### config.mk
export PLATFORM = sky130hd
export DESIGN_NAME = sense_barrier
export DESIGN_NICKNAME = d
export VERILOG_FILES = /design/src/rtl/barrier_sync_pkg.sv /design/src/rtl/bsb_sense_slot.sv /design/src/rtl/bsb_arrival_tally.sv /design/src/rtl/sense_barrier.sv
export SDC_FILE = /design/constraint.sdc
export NUM_CORES = 1
export LEC_CHECK = 0
export BUFFER_PORTS_ARGS = -buffer_cell sky130_fd_sc_hd__buf_2
export CAP_MARGIN = 20
export CORE_UTILIZATION = 42
export CTS_BUF_LIST = sky130_fd_sc_hd__clkbuf_8 sky130_fd_sc_hd__clkbuf_16
export DETAILED_ROUTE_END_ITERATION = 8
export GPL_TIMING_DRIVEN = 0
export PLACE_DENSITY = 0.61
export RECOVER_POWER = 25
export SETUP_SLACK_MARGIN = 0.3
export SLEW_MARGIN = 5
export SYNTH_ARGS = -nofsm -noshare
export SYNTH_HDL_FRONTEND = slang
export SYNTH_SLANG_ARGS = --single-unit
### constraint.sdc
create_clock -name clk -period 3.26 [get_ports clk]
set_input_delay 0.652 -clock clk [delete_from_list [all_inputs] [get_ports clk]]
set_output_delay 0.652 -clock clk [all_outputs]
set_load 0.01 [all_outputs]
### src/rtl/barrier_sync_pkg.sv
// Package: shared helpers for the barrier.
// Assumes participant vectors no wider than 64 bits.
package barrier_sync_pkg;

    localparam int unsigned MAX_PARTS = 64;

    // Population count of the low n bits of v.
    function automatic int unsigned ones_in(input logic [MAX_PARTS-1:0] v,
                                            input int unsigned n);
        int unsigned acc;
        acc = 0;
        for (int unsigned k = 0; k < MAX_PARTS; k++) begin
            if (k < n && v[k]) acc++;
        end
        return acc;
    endfunction

endpackage

### src/rtl/bsb_sense_slot.sv
// Module: bsb_sense_slot
// Per-participant sense register. It accepts an arrival only while the
// participant is released, flips its sense on acceptance and reports a
// refused arrival. Assumes flag_i is the shared release flag register.
module bsb_sense_slot (
    input  logic clk,
    input  logic rst_n,
    input  logic arrive_i,
    input  logic flag_i,
    input  logic complete_i,
    output logic waiting_o,
    output logic accept_o,
    output logic refuse_o
);
    logic sense_q;

    // Waiting while private sense differs from the shared flag.
    always_comb begin
        waiting_o = sense_q ^ flag_i;
        accept_o  = arrive_i & ~waiting_o;
        refuse_o  = arrive_i & waiting_o;
    end

    // Flip private sense on each accepted arrival.
    always_ff @(posedge clk) begin
        if (!rst_n) sense_q <= 1'b0;
        else if (accept_o) sense_q <= ~sense_q;
    end

    // a non-final accepted arrival leaves the participant waiting.
    a_r2_enter_wait: assert property (@(posedge clk) disable iff (!rst_n)
        (accept_o && !complete_i) |=> waiting_o);

    // a waiter stays waiting until the completing edge.
    a_r3_hold_wait: assert property (@(posedge clk) disable iff (!rst_n)
        (waiting_o && !complete_i) |=> waiting_o);

    // completion releases this participant.
    a_r4_release_on_done: assert property (@(posedge clk) disable iff (!rst_n)
        complete_i |=> !waiting_o);
endmodule

### src/rtl/bsb_arrival_tally.sv
// Module: bsb_arrival_tally
// Shared arrival counter. It adds the population count of the accepted
// arrivals each cycle and flags completion when the sum hits NUM_PARTS.
// Assumes each participant is accepted at most once per episode.
module bsb_arrival_tally
    import barrier_sync_pkg::*;
#(
    parameter int unsigned NUM_PARTS = 4
) (
    input  logic                 clk,
    input  logic                 rst_n,
    input  logic [NUM_PARTS-1:0] accepted_i,
    output logic                 complete_o
);
    localparam int unsigned CW = $clog2(NUM_PARTS + 1);
    localparam int unsigned SW = CW + 1;

    logic [CW-1:0] count_q;
    logic [SW-1:0] sum;
    logic [MAX_PARTS-1:0] acc_wide;

    // Sum of the current tally and this cycle's accepted arrivals.
    always_comb begin
        acc_wide = '0;
        acc_wide[NUM_PARTS-1:0] = accepted_i;
        sum = SW'(count_q) + SW'(ones_in(acc_wide, NUM_PARTS));
        complete_o = (sum == SW'(NUM_PARTS));
    end

    // Update tally, restarting at zero on completion.
    always_ff @(posedge clk) begin
        if (!rst_n) count_q <= '0;
        else if (complete_o) count_q <= '0;
        else count_q <= sum[CW-1:0];
    end

    // tally never reaches or passes the participant count.
    a_r5_tally_bound: assert property (@(posedge clk) disable iff (!rst_n)
        count_q < CW'(NUM_PARTS));

    // tally restarts after completion.
    a_r4_tally_wrap: assert property (@(posedge clk) disable iff (!rst_n)
        complete_o |=> (count_q == '0));
endmodule

### src/rtl/sense_barrier.sv
// Module: sense_barrier (top)
// Centralized barrier with sense reversal. It holds one shared flag that
// inverts on each completed episode, registers the done and error pulses,
// and drives release outputs from the per-participant sense slots.
// Assumes arrive strobes are synchronous to clk.
module sense_barrier #(
    parameter int unsigned NUM_PARTS = 4
) (
    input  logic                 clk,
    input  logic                 rst_n,
    input  logic [NUM_PARTS-1:0] arrive,
    output logic [NUM_PARTS-1:0] release_o,
    output logic                 done_o,
    output logic                 err_o
);
    logic                 flag_q;
    logic                 complete;
    logic [NUM_PARTS-1:0] waiting;
    logic [NUM_PARTS-1:0] accepted;
    logic [NUM_PARTS-1:0] refused;

    for (genvar g = 0; g < NUM_PARTS; g++) begin : g_slot
        bsb_sense_slot u_slot (
            .clk        (clk),
            .rst_n      (rst_n),
            .arrive_i   (arrive[g]),
            .flag_i     (flag_q),
            .complete_i (complete),
            .waiting_o  (waiting[g]),
            .accept_o   (accepted[g]),
            .refuse_o   (refused[g])
        );
    end

    bsb_arrival_tally #(.NUM_PARTS(NUM_PARTS)) u_tally (
        .clk        (clk),
        .rst_n      (rst_n),
        .accepted_i (accepted),
        .complete_o (complete)
    );

    // Release whenever a participant's sense matches the flag.
    always_comb release_o = ~waiting;

    // Invert the shared flag on completion; register the pulses.
    always_ff @(posedge clk) begin
        if (!rst_n) begin
            flag_q <= 1'b0;
            done_o <= 1'b0;
            err_o  <= 1'b0;
        end else begin
            if (complete) flag_q <= ~flag_q;
            done_o <= complete;
            err_o  <= |refused;
        end
    end

    // a done pulse coincides with every participant released.
    a_r4_done_all_free: assert property (@(posedge clk) disable iff (!rst_n)
        done_o |-> (&release_o));

    // a refused arrival yields an error pulse.
    a_r7_refuse_err: assert property (@(posedge clk) disable iff (!rst_n)
        (|(arrive & ~release_o)) |=> err_o);

    // no error pulse without a refused arrival.
    a_r9_err_cause: assert property (@(posedge clk) disable iff (!rst_n)
        !(|(arrive & ~release_o)) |=> !err_o);

    // done only follows a flag inversion.
    a_r6_done_flag: assert property (@(posedge clk) disable iff (!rst_n)
        $past(rst_n) |-> (done_o == (flag_q != $past(flag_q))));
endmodule

==> Yosys cells after proc, flatten, opt, wreduce, memory -nomap -nowiden <==
Cells that the tools add are included.
{ "classes": {"add_sub_neg": 4, "mul": 0, "n_div": 0, "magnitude_cmp": 0, "n_eq_ne": 1, "shift": 0, "muxes": 4, "bitwise": 23, "reduce_logical": 2} }
{ "op_table": {"columns": ["cell", "n"], "rows": [
  ["two-way mux 4 bit", 3],
  ["inverter 1 bit", 10],
  ["adder 4 x 1 -> 4 bit (second input constant)", 2],
  ["AND 1 bit", 8],
  ["adder 3 x 4 -> 4 bit", 1],
  ["== test 4 x 3 -> 1 bit (second input constant)", 1],
  ["inverter 4 bit", 1],
  ["OR reduction 4 bit", 1],
  ["bitwise XOR 1 bit", 4],
  ["adder 1 x 1 -> 2 bit (second input constant)", 1],
  ["OR reduction 2 bit", 1],
  ["two-way mux 1 bit", 1]
]} }
{ "word_totals": {"register_bits": 10, "latch_bits": 0, "ramBits": 0, "romBits": 0, "inputBits": 6, "out_inout_bits": 6, "wordCells": 42, "n_memories": 0} }

==> Longest topological paths before layout <==
{ "logic_depth": {"ltp_word": 13, "ltp_mapped": 14, "ltp_nobuf": 13} }

==> By module <==
From an unflattened synthesis, not the netlist that was laid out.
{ "unflattened": {"cells_unflattened": 75, "area_unflattened_um2": 646.9} }
{ "modules_own_cells": {"columns": ["mod", "instances", "cells_each", "area_each_um2", "seq_area_each_um2"], "rows": [
  ["bsb_arrival_tally", 1, 36, 314.1, 60.1],
  ["bsb_sense_slot", 4, 7, 56.3, 20.0],
  ["sense_barrier", 1, 11, 107.6, 60.1]
]} }

==> Worst setup path before layout <==
No wires, ideal clock.
{ "synth_path": {"path_type": "flip-flop to flip-flop", "startpoint": "reg flag_q", "endpoint": "reg u_tally.count_q[2]", "setup_time_ps": 115, "t_arrival_ps": 2787, "required_ps": 3145, "path_slack_ps": 358, "path_stages_with_launch": 12, "n_path_buf": 1, "period_less_slack_ps": 2902, "path_cell_list": "dfxtp_1 buf_6 xnor2_2 and2_1 ha_1 xor2_2 ha_1 mux2_2 fa_1 nor3_1 o211ai_1 and3_1"} }
{ "synth_between": {"word_cells_on_any_way": 22, "classes_between": "add/sub: 4; eq/ne: 1; mux: 4; bitwise: 12; reduce/logical: 1"} }
{ "synth_rtl": {"columns": ["element", "line", "source"], "rows": [
  ["start: declaration", "sense_barrier.sv:16", "logic flag_q;"],
  ["start signal: assignment", "sense_barrier.sv:52", "if (complete) flag_q <= ~flag_q;"],
  ["bitwise XOR 1 bit *", "bsb_sense_slot.sv:19", "waiting_o = sense_q ^ flag_i;"],
  ["inverter 1 bit *", "bsb_sense_slot.sv:20", "accept_o = arrive_i & ~waiting_o;"],
  ["AND 1 bit *", "bsb_sense_slot.sv:20", null],
  ["via g_slot[1].u_slot.accept_o", "bsb_sense_slot.sv:12", "output logic accept_o,"],
  ["two-way mux 4 bit *", "barrier_sync_pkg.sv:13", "if (k < n && v[k]) acc++;"],
  ["adder 4 x 1 -> 4 bit", "barrier_sync_pkg.sv:13", null],
  ["two-way mux 4 bit *", "barrier_sync_pkg.sv:13", null],
  ["adder 4 x 1 -> 4 bit", "barrier_sync_pkg.sv:13", null],
  ["two-way mux 4 bit *", "barrier_sync_pkg.sv:13", null],
  ["adder 3 x 4 -> 4 bit *", "bsb_arrival_tally.sv:26", "sum = SW'(count_q) + SW'(ones_in(acc_wide, NUM_PARTS));"],
  ["via u_tally.sum[1]", "bsb_arrival_tally.sv:19", "logic [SW-1:0] sum;"],
  ["== test 4 x 3 -> 1 bit *", "bsb_arrival_tally.sv:27", "complete_o = (sum == SW'(NUM_PARTS));"],
  ["OR reduction 2 bit (no source line) *", null, null],
  ["end signal: assignment", "bsb_arrival_tally.sv:34", "else count_q <= sum[CW-1:0];"],
  ["end: declaration", "bsb_arrival_tally.sv:18", "logic [CW-1:0] count_q;"]
]} }
Mark *: on every way through the listed nets, which the timed path passes. The rest lies on a longest branch.
A chain may end at the register's enable or synchronous reset.

==> Worst setup path in the final report <==
{ "layout_path": {"startpoint": "reg flag_q", "endpoint": "reg flag_q"} }
{ "layout_between": {"elab_chain_len": 12, "word_cells_on_any_way": 22, "classes_between": "add/sub: 4; eq/ne: 1; mux: 4; bitwise: 13"} }
{ "layout_rtl": {"columns": ["element", "line"], "rows": [
  ["bitwise XOR 1 bit", "bsb_sense_slot.sv:19"],
  ["inverter 1 bit", "bsb_sense_slot.sv:20"],
  ["AND 1 bit", "bsb_sense_slot.sv:20"],
  ["two-way mux 1 bit", "barrier_sync_pkg.sv:13"],
  ["adder 1 x 1 -> 2 bit", "barrier_sync_pkg.sv:13"],
  ["two-way mux 4 bit", "barrier_sync_pkg.sv:13"],
  ["adder 4 x 1 -> 4 bit", "barrier_sync_pkg.sv:13"],
  ["two-way mux 4 bit", "barrier_sync_pkg.sv:13"],
  ["adder 4 x 1 -> 4 bit", "barrier_sync_pkg.sv:13"],
  ["two-way mux 4 bit *", "barrier_sync_pkg.sv:13"],
  ["adder 3 x 4 -> 4 bit *", "bsb_arrival_tally.sv:26"],
  ["via u_tally.sum[1]", "bsb_arrival_tally.sv:19"],
  ["== test 4 x 3 -> 1 bit *", "bsb_arrival_tally.sv:27"]
]} }
Marks and branches as above.

==> reports/qor.txt <==
Area of the multi-input gates -> 440.4 µm²
CTS buffer count -> 3
Adder-cell share of the synthesized area -> 13.04%
Max-cap viol count -> 0
Syn Area/Cell -> 9.892 µm²
Vias -> 512
Post-synth EDFFs -> 0
Final hold violations -> 0
Synth cell types -> 27
Yosys Warn Count -> 0
Critical path data required time -> 3.38 ns
FMAX -> 347.1 MHz
Hold Buf Count CTS -> 0
Peak supply drop -> 0.5280 mV
PwrDens -> 975.0 nW/µm²
Antenna violations before repair -> 0
Cell Count, Final, Fillers Out -> 98
DP Area -> 706.9 µm²
Max Root-Sink Buffers -> 2
Die Span Y -> 40.83 µm
Sequential share of the synthesized area -> 31.62%
Post-Synth Simple-Gate Area -> 13.64%
Final Util -> 61.91%
Compound-Gate Fraction of Synth Area -> 13.64%
Final setup fails -> 0
Clock Tree Root -> clkbuf_8
Post-Route WL -> 1291 µm
DRC viols -> 0
PortBufs -> 11
Synth Register Bits -> 10
Antenna diodes -> 0
1st-iter DRT viols -> 5
GRT overflow -> 0
Later-pin clock latency in the skew report -> 0.23 ns
Min-delay worst type -> reg -> reg
Setup Skew -> 0.001480 ns
Clock sink count -> 10
Routed Antenna Nets -> 0
Pre-Repair DR Iteration Count -> 4
Combinational family with the most area after synthesis -> XOR/XNOR gates
Outcome -> completed
FFs w/ async S/R, synth -> 0%
Die X -> 40.83 µm
RSZ-0062 raised after global routing -> yes
Place WS -> -0.01255 ns
Post-Syn Nets -> 76
Crit path max fanout -> 4
Critical path type -> reg -> reg
Crit start category -> register
Starting Density -> 46.90%
Cell area after layout -> 835.8 µm²
Post-synthesis xor/xnor area fraction -> 17.19%
Core area -> 1350 µm²
Area delta synth->final -> 32.02%
Vias in the first global route -> 464
Full die area -> 1667 µm²
Slew Viols, Final -> 0
Tmin final -> 2.881 ns
Cell Rows -> 13
Slew @ Worst Pin -> 0.3214 ns
Pleak -> 0.3772 nW
Dominant synthesized flop cell -> dfxtp_1
RePlAce Congestion -> 0.6590
# IOs -> 12
Detailed Place HPWL -> 973.9 µm
Global-route wire length before repair -> 1925 µm
Post-synthesis mux area share -> 4.941%
Design Power -> 0.8149 mW
Slew margin rel. -> 78.48%
Total GRT Usage -> 18.74%
CTS tree -> done
Register area -> 200.2 µm²
Final WS setup -> 0.3789 ns
Clock Pin Slew Worst Setup and Hold Paths -> 0.05 ns
Mapped Area -> 633.1 µm²
Period utilization -> 88.38%
CTS HTree Levels -> 1
Crit path DAT -> 3.00 ns
Share of cells above drive strength 1 -> 38.55%
Placed Cells -> 90
Wire per inst -> 13.17 µm
Nets -> 96
Largest net degree at the start of global routing -> 8
# fillers -> 129
CP Capture Type -> register
Via/cell ratio -> 5.224
Post-synthesis cell count -> 64
[cell families after synthesis]
logic type                 count (synthesis)
AOI/OAI and AO/OA                         11
adders and majority gates                  6
DFF                                       10
buffers and inverters                      8
and+or+nand+nor                           17
muxes                                      3
xor gates and xnor gates                   9
[stage by stage]
stage               hold WS (ns)  setup TNS (ns)
floorplan                 0.5048               0
global placement          0.5163               0
detailed placement        0.5285        -0.01255
CTS                       0.5655               0
global route              0.6092               0
finish                    0.5648               0
[cell usage in the layout (no fill, tap or decap), types with 2 or more instances in the layout]
cell | synthesis | final
xnor2_4 | 0 | 2
a211oi_1 | 2 | 2
clkbuf_8 | 0 | 4
a21oi_1 | 3 | 3
xor2_1 | 2 | 2
mux2i_1 | 2 | 2
and2_4 | 1 | 3
dfxtp_1 | 10 | 10
buf_2 | 0 | 10
nor2_1 | 7 | 7
ha_1 | 5 | 4
and2_1 | 4 | 2
inv_1 | 7 | 7
xnor2_1 | 3 | 3
buf_4 | 0 | 4
[cell type report]
cell class                 instances  area share (%)
timing repair buffer              15           10.03
sequential                        10           23.95
inverter                           7           3.144
clock buffer                       4           6.587
multi-input combinational         46           52.69
buffer                             1           1.347
tap                               15           2.246
[worst max-delay path: stages (launching register included)]
cell and delay, ns:
dfxtp_1 0.30, buf_6 0.14, xnor2_4 0.19, and2_4 0.19, ha_4 0.21, xor2_2 0.18
ha_1 0.28, mux2_2 0.30, fa_1 0.46, nor3_2 0.13, o211ai_1 0.17, xnor2_1 0.18
nor2_1 0.05
[per-layer routing]
metal  global-route usage [%]  vias to the layer above  part of all wire (%)
met5                        0                        -                     0
met2                    31.25                       10                    51
li1                         -                      260                     -
met4                    12.50                        0                   1.1
met3                    1.630                        2                   1.7
met1                    22.52                      240                    46
[Yosys cell counts, drive strengths merged (2+ instances only)]
cell     n  area (µm²)
a21oi    4       23.77
inv      7       26.28
a211oi   2       15.01
mux2i    2       20.02
nor2     7       26.28
a221o    2       21.27
xor2     3       33.79
xnor2    6       75.08
ha       5       62.56
and2     5       33.78
dfxtp   10       200.2
[sequential cells by signal (all words and copies together) (netlist names)]
name,count
g_slot.u_slot.sense_q,4
flag_q,1
err_o,1
u_tally.count_q,3
done_o,1
[final timing paths]
check | from | to | slack (ns) | cells after the start
worst max-delay path | flag_q | flag_q | 0.38 | 12
worst min-delay path | g_slot[3].u_slot.sense_q | g_slot[3].u_slot.sense_q | 0.56 | 2
worst max register to register | flag_q | flag_q | 0.38 | 12
worst min register to register | g_slot[3].u_slot.sense_q | g_slot[3].u_slot.sense_q | 0.56 | 2
[power breakdown]
| part | internal [mW] | switching [mW] |
|---|---|---|
| Clock | 0.106 | 0.0476 |
| Combinational | 0.250 | 0.236 |
| Sequential | 0.157 | 0.0177 |
| Total | 0.514 | 0.301 |
[timing repair]
action / in CTS / in global routing
pin swaps: 2 / 4
buffers inserted: 1 / 3
gates resized for setup: 6 / 0
setup endpoints to repair: 2 / 2
No activity file was read; power rests on OpenSTA's default activity.
